### src/rtl/sys_timer64_pkg.sv
package sys_timer64_pkg;
    localparam int unsigned HALF_W  = 32;
    localparam int unsigned CNT_W   = 2 * HALF_W;
    localparam int unsigned NUM_DBG = 2;
    localparam int unsigned OFS_W   = 8;

    // Register offsets (software decodes these)
    localparam logic [OFS_W-1:0] OFS_HI_WR  = 8'h00;
    localparam logic [OFS_W-1:0] OFS_LO_WR  = 8'h04;
    localparam logic [OFS_W-1:0] OFS_HI_RD  = 8'h08;
    localparam logic [OFS_W-1:0] OFS_LO_RD  = 8'h0C;
    localparam logic [OFS_W-1:0] OFS_RAW_HI = 8'h24;
    localparam logic [OFS_W-1:0] OFS_RAW_LO = 8'h28;
    localparam logic [OFS_W-1:0] OFS_DBG_EN = 8'h2C;
    localparam logic [OFS_W-1:0] OFS_PAUSE  = 8'h30;
    localparam logic [OFS_W-1:0] OFS_LOCK   = 8'h34;
    localparam logic [OFS_W-1:0] OFS_SRC    = 8'h38;

    typedef struct packed {
        logic [HALF_W-1:0]  stage_lo;
        logic [HALF_W-1:0]  hi_hold;
        logic               src_clk;
        logic               pause;
        logic [NUM_DBG-1:0] dbg_en;
        logic               lock;
    } ctl_regs_t;
endpackage

### src/rtl/sys_timer64_gate.sv
module sys_timer64_gate
    import sys_timer64_pkg::*;
(
    input  logic               src_clk,
    input  logic               pause,
    input  logic [NUM_DBG-1:0] dbg_en,
    input  logic [NUM_DBG-1:0] dbg_halt,
    input  logic               tick,
    output logic               cnt_en
);
    logic [NUM_DBG-1:0] halt_vec;

    for (genvar g = 0; g < NUM_DBG; g++) begin : g_halt
        assign halt_vec[g] = dbg_en[g] & dbg_halt[g];
    end

    always_comb begin
        cnt_en = (src_clk | tick) & ~pause & ~(|halt_vec);
    end
endmodule

### src/rtl/sys_timer64_count.sv
module sys_timer64_count
    import sys_timer64_pkg::*;
(
    input  logic             clk,
    input  logic             rst_n,
    input  logic             ld_en,
    input  logic [CNT_W-1:0] ld_val,
    input  logic             cnt_en,
    output logic [CNT_W-1:0] cnt_o
);
    logic [CNT_W-1:0] cnt_d, cnt_q;

    always_comb begin
        cnt_d = cnt_q;
        if (ld_en) begin
            cnt_d = ld_val;
        end else if (cnt_en) begin
            cnt_d = cnt_q + CNT_W'(1);
        end
    end

    always_ff @(posedge clk or negedge rst_n) begin
        if (!rst_n) begin
            cnt_q <= '0;
        end else begin
            cnt_q <= cnt_d;
        end
    end

    assign cnt_o = cnt_q;
endmodule

### src/rtl/sys_timer64_regs.sv
module sys_timer64_regs
    import sys_timer64_pkg::*;
#(
    parameter int unsigned ADDR_W = 8
) (
    input  logic               clk,
    input  logic               rst_n,
    input  logic               psel,
    input  logic               penable,
    input  logic               pwrite,
    input  logic [ADDR_W-1:0]  paddr,
    input  logic [HALF_W-1:0]  pwdata,
    input  logic [CNT_W-1:0]   cnt_i,
    output logic [HALF_W-1:0]  prdata,
    output logic               ld_en,
    output logic [CNT_W-1:0]   ld_val,
    output logic               src_clk,
    output logic               pause,
    output logic [NUM_DBG-1:0] dbg_en,
    output logic               lock,
    output logic [HALF_W-1:0]  hi_hold
);
    ctl_regs_t r_d, r_q;
    logic      wr_acc, rd_acc;

    function automatic logic hit(input logic [ADDR_W-1:0] a, input logic [OFS_W-1:0] ofs);
        return a == ADDR_W'(ofs);
    endfunction

    always_comb begin
        wr_acc = psel & penable & pwrite & ~r_q.lock;
        rd_acc = psel & penable & ~pwrite;
        r_d    = r_q;
        ld_en  = 1'b0;
        ld_val = {pwdata, r_q.stage_lo};

        if (wr_acc) begin
            if (hit(paddr, OFS_LO_WR)) r_d.stage_lo = pwdata;
            if (hit(paddr, OFS_HI_WR)) ld_en        = 1'b1;
            if (hit(paddr, OFS_DBG_EN)) r_d.dbg_en  = pwdata[NUM_DBG:1];
            if (hit(paddr, OFS_PAUSE)) r_d.pause    = pwdata[0];
            if (hit(paddr, OFS_SRC)) r_d.src_clk    = pwdata[0];
            if (hit(paddr, OFS_LOCK)) r_d.lock      = r_q.lock | pwdata[0];
        end
        if (rd_acc && hit(paddr, OFS_LO_RD)) begin
            r_d.hi_hold = cnt_i[CNT_W-1:HALF_W];
        end
    end

    always_comb begin
        prdata = '0;
        if (psel && !pwrite) begin
            if (hit(paddr, OFS_LO_RD))  prdata = cnt_i[HALF_W-1:0];
            if (hit(paddr, OFS_HI_RD))  prdata = r_q.hi_hold;
            if (hit(paddr, OFS_RAW_LO)) prdata = cnt_i[HALF_W-1:0];
            if (hit(paddr, OFS_RAW_HI)) prdata = cnt_i[CNT_W-1:HALF_W];
            if (hit(paddr, OFS_DBG_EN)) prdata = HALF_W'({r_q.dbg_en, 1'b0});
            if (hit(paddr, OFS_PAUSE))  prdata = HALF_W'(r_q.pause);
            if (hit(paddr, OFS_LOCK))   prdata = HALF_W'(r_q.lock);
            if (hit(paddr, OFS_SRC))    prdata = HALF_W'(r_q.src_clk);
        end
    end

    always_ff @(posedge clk or negedge rst_n) begin
        if (!rst_n) begin
            r_q          <= '0;
            r_q.dbg_en   <= '1;
        end else begin
            r_q <= r_d;
        end
    end

    assign src_clk = r_q.src_clk;
    assign pause   = r_q.pause;
    assign dbg_en  = r_q.dbg_en;
    assign lock    = r_q.lock;
    assign hi_hold = r_q.hi_hold;
endmodule

### src/rtl/sys_timer64.sv
module sys_timer64
    import sys_timer64_pkg::*;
#(
    parameter int unsigned ADDR_W = 8
) (
    input  logic               clk,
    input  logic               rst_n,
    input  logic               psel,
    input  logic               penable,
    input  logic               pwrite,
    input  logic [ADDR_W-1:0]  paddr,
    input  logic [HALF_W-1:0]  pwdata,
    output logic [HALF_W-1:0]  prdata,
    output logic               pready,
    output logic               pslverr,
    input  logic               tick_i,
    input  logic [NUM_DBG-1:0] dbg_halt_i
);
    logic [CNT_W-1:0]   cnt_w;
    logic [CNT_W-1:0]   ld_val_w;
    logic               ld_en_w;
    logic               cnt_en_w;
    logic               src_clk_w;
    logic               pause_w;
    logic [NUM_DBG-1:0] dbg_en_w;
    logic               lock_w;
    logic [HALF_W-1:0]  hi_hold_w;

    sys_timer64_regs #(.ADDR_W(ADDR_W)) u_regs (
        .clk     (clk),
        .rst_n   (rst_n),
        .psel    (psel),
        .penable (penable),
        .pwrite  (pwrite),
        .paddr   (paddr),
        .pwdata  (pwdata),
        .cnt_i   (cnt_w),
        .prdata  (prdata),
        .ld_en   (ld_en_w),
        .ld_val  (ld_val_w),
        .src_clk (src_clk_w),
        .pause   (pause_w),
        .dbg_en  (dbg_en_w),
        .lock    (lock_w),
        .hi_hold (hi_hold_w)
    );

    sys_timer64_gate u_gate (
        .src_clk  (src_clk_w),
        .pause    (pause_w),
        .dbg_en   (dbg_en_w),
        .dbg_halt (dbg_halt_i),
        .tick     (tick_i),
        .cnt_en   (cnt_en_w)
    );

    sys_timer64_count u_count (
        .clk    (clk),
        .rst_n  (rst_n),
        .ld_en  (ld_en_w),
        .ld_val (ld_val_w),
        .cnt_en (cnt_en_w),
        .cnt_o  (cnt_w)
    );

    assign pready  = 1'b1;
    assign pslverr = 1'b0;
endmodule

### config.mk
export PLATFORM = sky130hd
export DESIGN_NAME = sys_timer64
export DESIGN_NICKNAME = d
export VERILOG_FILES = /design/src/rtl/sys_timer64_pkg.sv /design/src/rtl/sys_timer64_gate.sv /design/src/rtl/sys_timer64_count.sv /design/src/rtl/sys_timer64_regs.sv /design/src/rtl/sys_timer64.sv
export SDC_FILE = /design/constraint.sdc
export NUM_CORES = 1
export LEC_CHECK = 0
export ABC_AREA = 1
export BUFFER_PORTS_ARGS = -buffer_cell sky130_fd_sc_hd__buf_2
export CORE_MARGIN = 2
export CORE_UTILIZATION = 40
export DETAILED_ROUTE_END_ITERATION = 16
export PLACE_DENSITY_LB_ADDON = 0.05
export SETUP_SLACK_MARGIN = 0.05
export SYNTH_ARGS = -nofsm -noshare
export SYNTH_HDL_FRONTEND = slang
export SYNTH_SLANG_ARGS = --single-unit
### constraint.sdc
create_clock -name clk -period 4.4 [get_ports clk]
set_input_delay 0.44 -clock clk [delete_from_list [all_inputs] [get_ports clk]]
set_output_delay 0.44 -clock clk [all_outputs]
set_load 0.02 [all_outputs]
-- After elaboration in Yosys (flattened, before gate mapping)
Cells that the tools add are included.
- $add $sub $neg: 1
- multipliers: 0
- divide/modulo/power cells: 0
- order comparisons: 0
- equality and inequality tests: 9
- shifts and indexed selects: 0
- muxes and demuxes: 13
- bitwise logic cells: 14
- reduce and logical (&&, ||, !) cells: 11
- operator list (operator ; number):
    $mux 32 ; 9
    $mux 64 ; 2
    $add 64x1->64 const B ; 1
    $eq 8x6->1 const B ; 6
    $eq 8x4->1 const B ; 2
    $reduce_and 2->1 ; 5
    $and 1x1->1 ; 8
    $eq 8x3->1 const B ; 1
    $logic_not 8->1 ; 1
    $not 1->1 ; 4
    $logic_and 1x1->1 ; 2
    $mux 1 ; 2
    $or 1x1->1 ; 2
    $reduce_bool 2->1 ; 1
    $reduce_or 2->1 ; 1
    $logic_not 1->1 ; 1
- flip-flop bits (word level): 133
- bits in latches: 0
- RAM bits: 0
- ROM bits: 0
- input bits: 48
- output and inout port bits: 34
- word-level logic and storage cells: 55
- memories: 0

-- Depth between registers and ports, before layout
- word-level depth: 10
- mapped depth: 12
- depth with buffers taken out: 12

-- Cells and area by module
Synthesis repeated with hierarchy kept, for this count alone.
- cell total of the unflattened synthesis: 1151
- area total of the unflattened synthesis: 8628.3 um^2
- by module, submodules not included (module ; times used ; cells each ; area an instance (um^2) ; seq. area each (um^2)):
    sys_timer64_count ; 1 ; 679 ; 4585.6 ; 1601.5
    sys_timer64_regs ; 1 ; 462 ; 3996.3 ; 1729.2
    sys_timer64_gate ; 1 ; 6 ; 23.8 ; 0.0
    sys_timer64 ; 1 ; 4 ; 22.5 ; 0.0

-- Worst setup path after synthesis
No wires, ideal clock.
- path kind: input port to output port
- start: in paddr[7]
- end: out prdata[11]
- arrival: 1647 ps
- data required time: 3960 ps
- path slack: 2313 ps
- cell stages on the path: 8
- buffers on the path: 1
- cell sequence: nor2_2 nand2_1 inv_1 nand2_1 nand2_1 buf_1 a21oi_1 a21oi_1
- longest elaborated chain between the ends: 10
- ends and longest elaborated chain (item ; line ; source):
    from (decl) ; sys_timer64.sv:11 ; input logic [ADDR_W-1:0] paddr,
    $eq 8x4->1 ; sys_timer64_regs.sv:27 ; return a == ADDR_W'(ofs);
    $mux 32 ; sys_timer64_regs.sv:53 ; if (hit(paddr, OFS_LO_RD)) prdata = cnt_i[HALF_W-1:0];
    $mux 32 ; sys_timer64_regs.sv:54 ; if (hit(paddr, OFS_HI_RD)) prdata = r_q.hi_hold;
    $mux 32 ; sys_timer64_regs.sv:55 ; if (hit(paddr, OFS_RAW_LO)) prdata = cnt_i[HALF_W-1:0];
    $mux 32 ; sys_timer64_regs.sv:56 ; if (hit(paddr, OFS_RAW_HI)) prdata = cnt_i[CNT_W-1:HALF_W];
    $mux 32 ; sys_timer64_regs.sv:57 ; if (hit(paddr, OFS_DBG_EN)) prdata = HALF_W'({r_q.dbg_en, 1'b0});
    $mux 32 ; sys_timer64_regs.sv:58 ; if (hit(paddr, OFS_PAUSE)) prdata = HALF_W'(r_q.pause);
    $mux 32 ; sys_timer64_regs.sv:59 ; if (hit(paddr, OFS_LOCK)) prdata = HALF_W'(r_q.lock);
    $mux 32 * ; sys_timer64_regs.sv:60 ; if (hit(paddr, OFS_SRC)) prdata = HALF_W'(r_q.src_clk);
    $mux 32 * ; sys_timer64_regs.sv:52 ; if (psel && !pwrite) begin
    to (decl) ; sys_timer64.sv:13 ; output logic [HALF_W-1:0] prdata,
Every way passes the cells marked *; elsewhere a longest branch is shown, timed or not.

-- Worst setup path after layout
- start: in paddr[1]
- end: out prdata[13]
The elaborated chain is that of the path after synthesis.

==> results.toml <==
[finish]
fin_area_um2 = 9640
fin_util = 0.462
drive_gt1_frac = 0.137
area_growth_pct = 13.9
finalNetCount = 1313
antenna_cells = 0

[die]
die_area_um2 = 22300
die_height_um = 149
core_um2 = 20900
die_width_um = 149
boundaryPins = 82
initial_utilization = 0.405
row_count = 53

[worst_setup_path]
cp_data_arrival_time_ps = 2310
cp_max_fo = 20
critical_path_class = "input port to output port"
start_kind = "input port"
r2r_cells = 8
crit_required_ps = 3960
reg2reg_to = "u_count.cnt_o[33]"
r2r-start = "u_regs.pause"
endpoint_kind = "output port"
rrSetupSlack_ps = 1820

[route]
drcViolationCount = 0
dr.pass1.iters = 5
antenna_left = 0
vias = 8583
routedWlPerCell_um = 21.1
m1WireLength_um = 15900
via_per_inst = 5.53
top_layer = "met4"
dr_wl_met3_um = 2930
routed_wirelength_um = 32700
wl_met2_um = 13500
drtIter0Drc = 899

[placement]
dpl_worst_slack_ps = 1640
dp_hpwl_um = 24700
place_area_um2 = 9040
port_buffers = 79
gp_congestion = 0.926

[power_and_ir_drop]
sw_frac_of_total = 0.327
power_density_nw_per_um2 = 354
peakVddDrop_v = 0.000272
pwr-share-clk = 0.443
leakage_nw = 4.34
p_seq_frac = 0.435
internal_power_mw = 2.30
power.switching_mw = 1.12
power_frac_comb = 0.122

[grt]
grt_pass1_wl_um = 49500
grt_max_degree = 78
grt_pass1_vias = 7902
grt-ovfl-total = 0
grt_usage = 0.301
antenna_found_initial = 0

[timing]
max_freq_mhz = 363
maxSlewHeadroom = 0.369
hold_viol_final = 0
setup_viol_count_final = 0
tightestPinTransition_ps = 946
tns_ps = 0
drv_slew = 0
finClkSkew_ps = 13.4
period_minus_slack_ps = 2750
setup_ws_ps = 1650
rsz0062_at_grt = "no"
post-route-period-util = 0.626

[clocking]
clk_pin_slew_ps = 60
cts_tree = "built"
htree_levels = 4
hold_buffers = 0
cts-root-buf = "clkbuf_16"
post_cts_buffers = 0
clk-insertion-delay-late_ps = 440
post_cts_resize_count = 0
numCtsBuffers = 17
cts.sinks = 133
cts.path.max_buffers = 2

[run_status]
outcome = "complete, no violations"

[synthesis]
ys_seq_elements = 133
yosysTopAreaCellShare = 0.387
synth_fp_nets = 1252
synth-edff-count = 0
ys_types = 39
synth_ff_type = "dfrtp_1"
seq_area_frac_synth = 0.393
ys_warn_count = 0
synthArstFlopShare = 1.00
synth.area.top_cells = "dfrtp_1, nand2_1, nor2_1"
syn_area_per_cell_um2 = 7.04
synth_largest_area_cell = "dfrtp_1"
syn_area_um2 = 8470
synth_cells = 1203

[run]
cap_violations = 0

[min_path]
hp-class = "input port to asynchronous set/reset pin"
[state kept, by name, indices dropped and copies added, names as in the netlist]
register        flops
u_count.cnt_o      64
u_regs.hi_hold     32
u_regs.ld_val      32
u_regs.dbg_en       2
u_regs.lock         1
u_regs.pause        1
u_regs.src_clk      1
[stage by stage]
step	std cells	power [mW]	hold slack (ps)
after floorplan	1203	1.66	144
after global placement	1520	1.90	466
after detailed placement	1520	1.90	469
after CTS	1552	3.41	91.1
after global routing	1552	3.53	113
final	1552	3.41	52.2
[cell usage in the layout (no fill, tap or decap), types with 12 or more instances in the layout]
cell type	instances
nand2_1	346
nor2_1	139
inv_1	131
dfrtp_1	131
nand3_1	89
buf_2	78
o21ai_0	73
o21ai_2	32
xor2_1	31
nor3_1	30
a21oi_1	25
o22ai_1	24
a221oi_1	23
nand4_1	19
clkbuf_16	17
o211ai_1	12
buf_4	12
[power groups by stage]
stage          Sequential [mW]  Combinational [mW]  Clock [mW]
2_1_floorplan             1.40               0.259           0
3_3_place_gp              1.50               0.404           0
3_5_place_dp              1.49               0.408           0
4_1_cts                   1.47               0.410        1.53
5_1_grt                   1.49               0.463        1.58
6_report                  1.48               0.415        1.51
[per-layer routing]
layer,vias up,track usage
li1,4058,-
met1,4150,0.472
met2,345,0.422
met3,30,0.0646
met4,0,0.0619
met5,-,0
[Yosys cell counts, types with 3 or more instances]
cell type / number
o21ai_0: 73
nor2_2: 7
mux2_1: 4
inv_2: 3
nand3_1: 89
xnor2_1: 5
o211ai_1: 12
o21bai_1: 7
nand4_1: 19
o21ai_2: 32
a21oi_1: 25
o22ai_1: 24
xor2_1: 31
buf_4: 3
buf_2: 17
clkbuf_1: 21
nor2_1: 140
nor3_1: 30
inv_1: 131
nand2_1: 346
a221oi_1: 23
dfrtp_1: 131
buf_6: 7
[cell type report]
cell class                      instances  area (um2)
Clock inverter                         14         165
Multi-Input combinational cell        887        4370
Sequential cell                       133        3330
Clock buffer                           18         439
Tap cell                              275         344
Inverter                              134         503
Fill cell                            2285       11200
Timing Repair Buffer                   91         492
[logic make-up (layout without fill, tap and decap cells)]
kind of cell | count (synthesis) | in the layout | synth area share
other cells | 2 | 2 | 0.000887
simple gates | 642 | 642 | 0.316
flops | 133 | 133 | 0.393
mux | 4 | 4 | 0.00532
fa+ha+maj | 1 | 1 | 0.00148
xor+xnor | 36 | 36 | 0.0372
compound gates | 202 | 202 | 0.154
buf+inv | 183 | 257 | 0.0912
[worst max path at each step]
| stage | from | end |
|---|---|---|
| after floorplan | paddr[7] | prdata[11] |
| after global placement | paddr[7] | prdata[30] |
| after detailed placement | paddr[1] | prdata[13] |
| after CTS | pwrite | prdata[19] |
| after global routing | psel | prdata[27] |
| final | paddr[1] | prdata[13] |
[critical path, cell delays in order]
cell and delay (ps):
buf_2 110, nor2_2 200, nand2_1 120, nor2_2 670, buf_4 350, a221oi_1 120, nor2_1 120, buf_2 170
(Power assumes the default switching activity.)
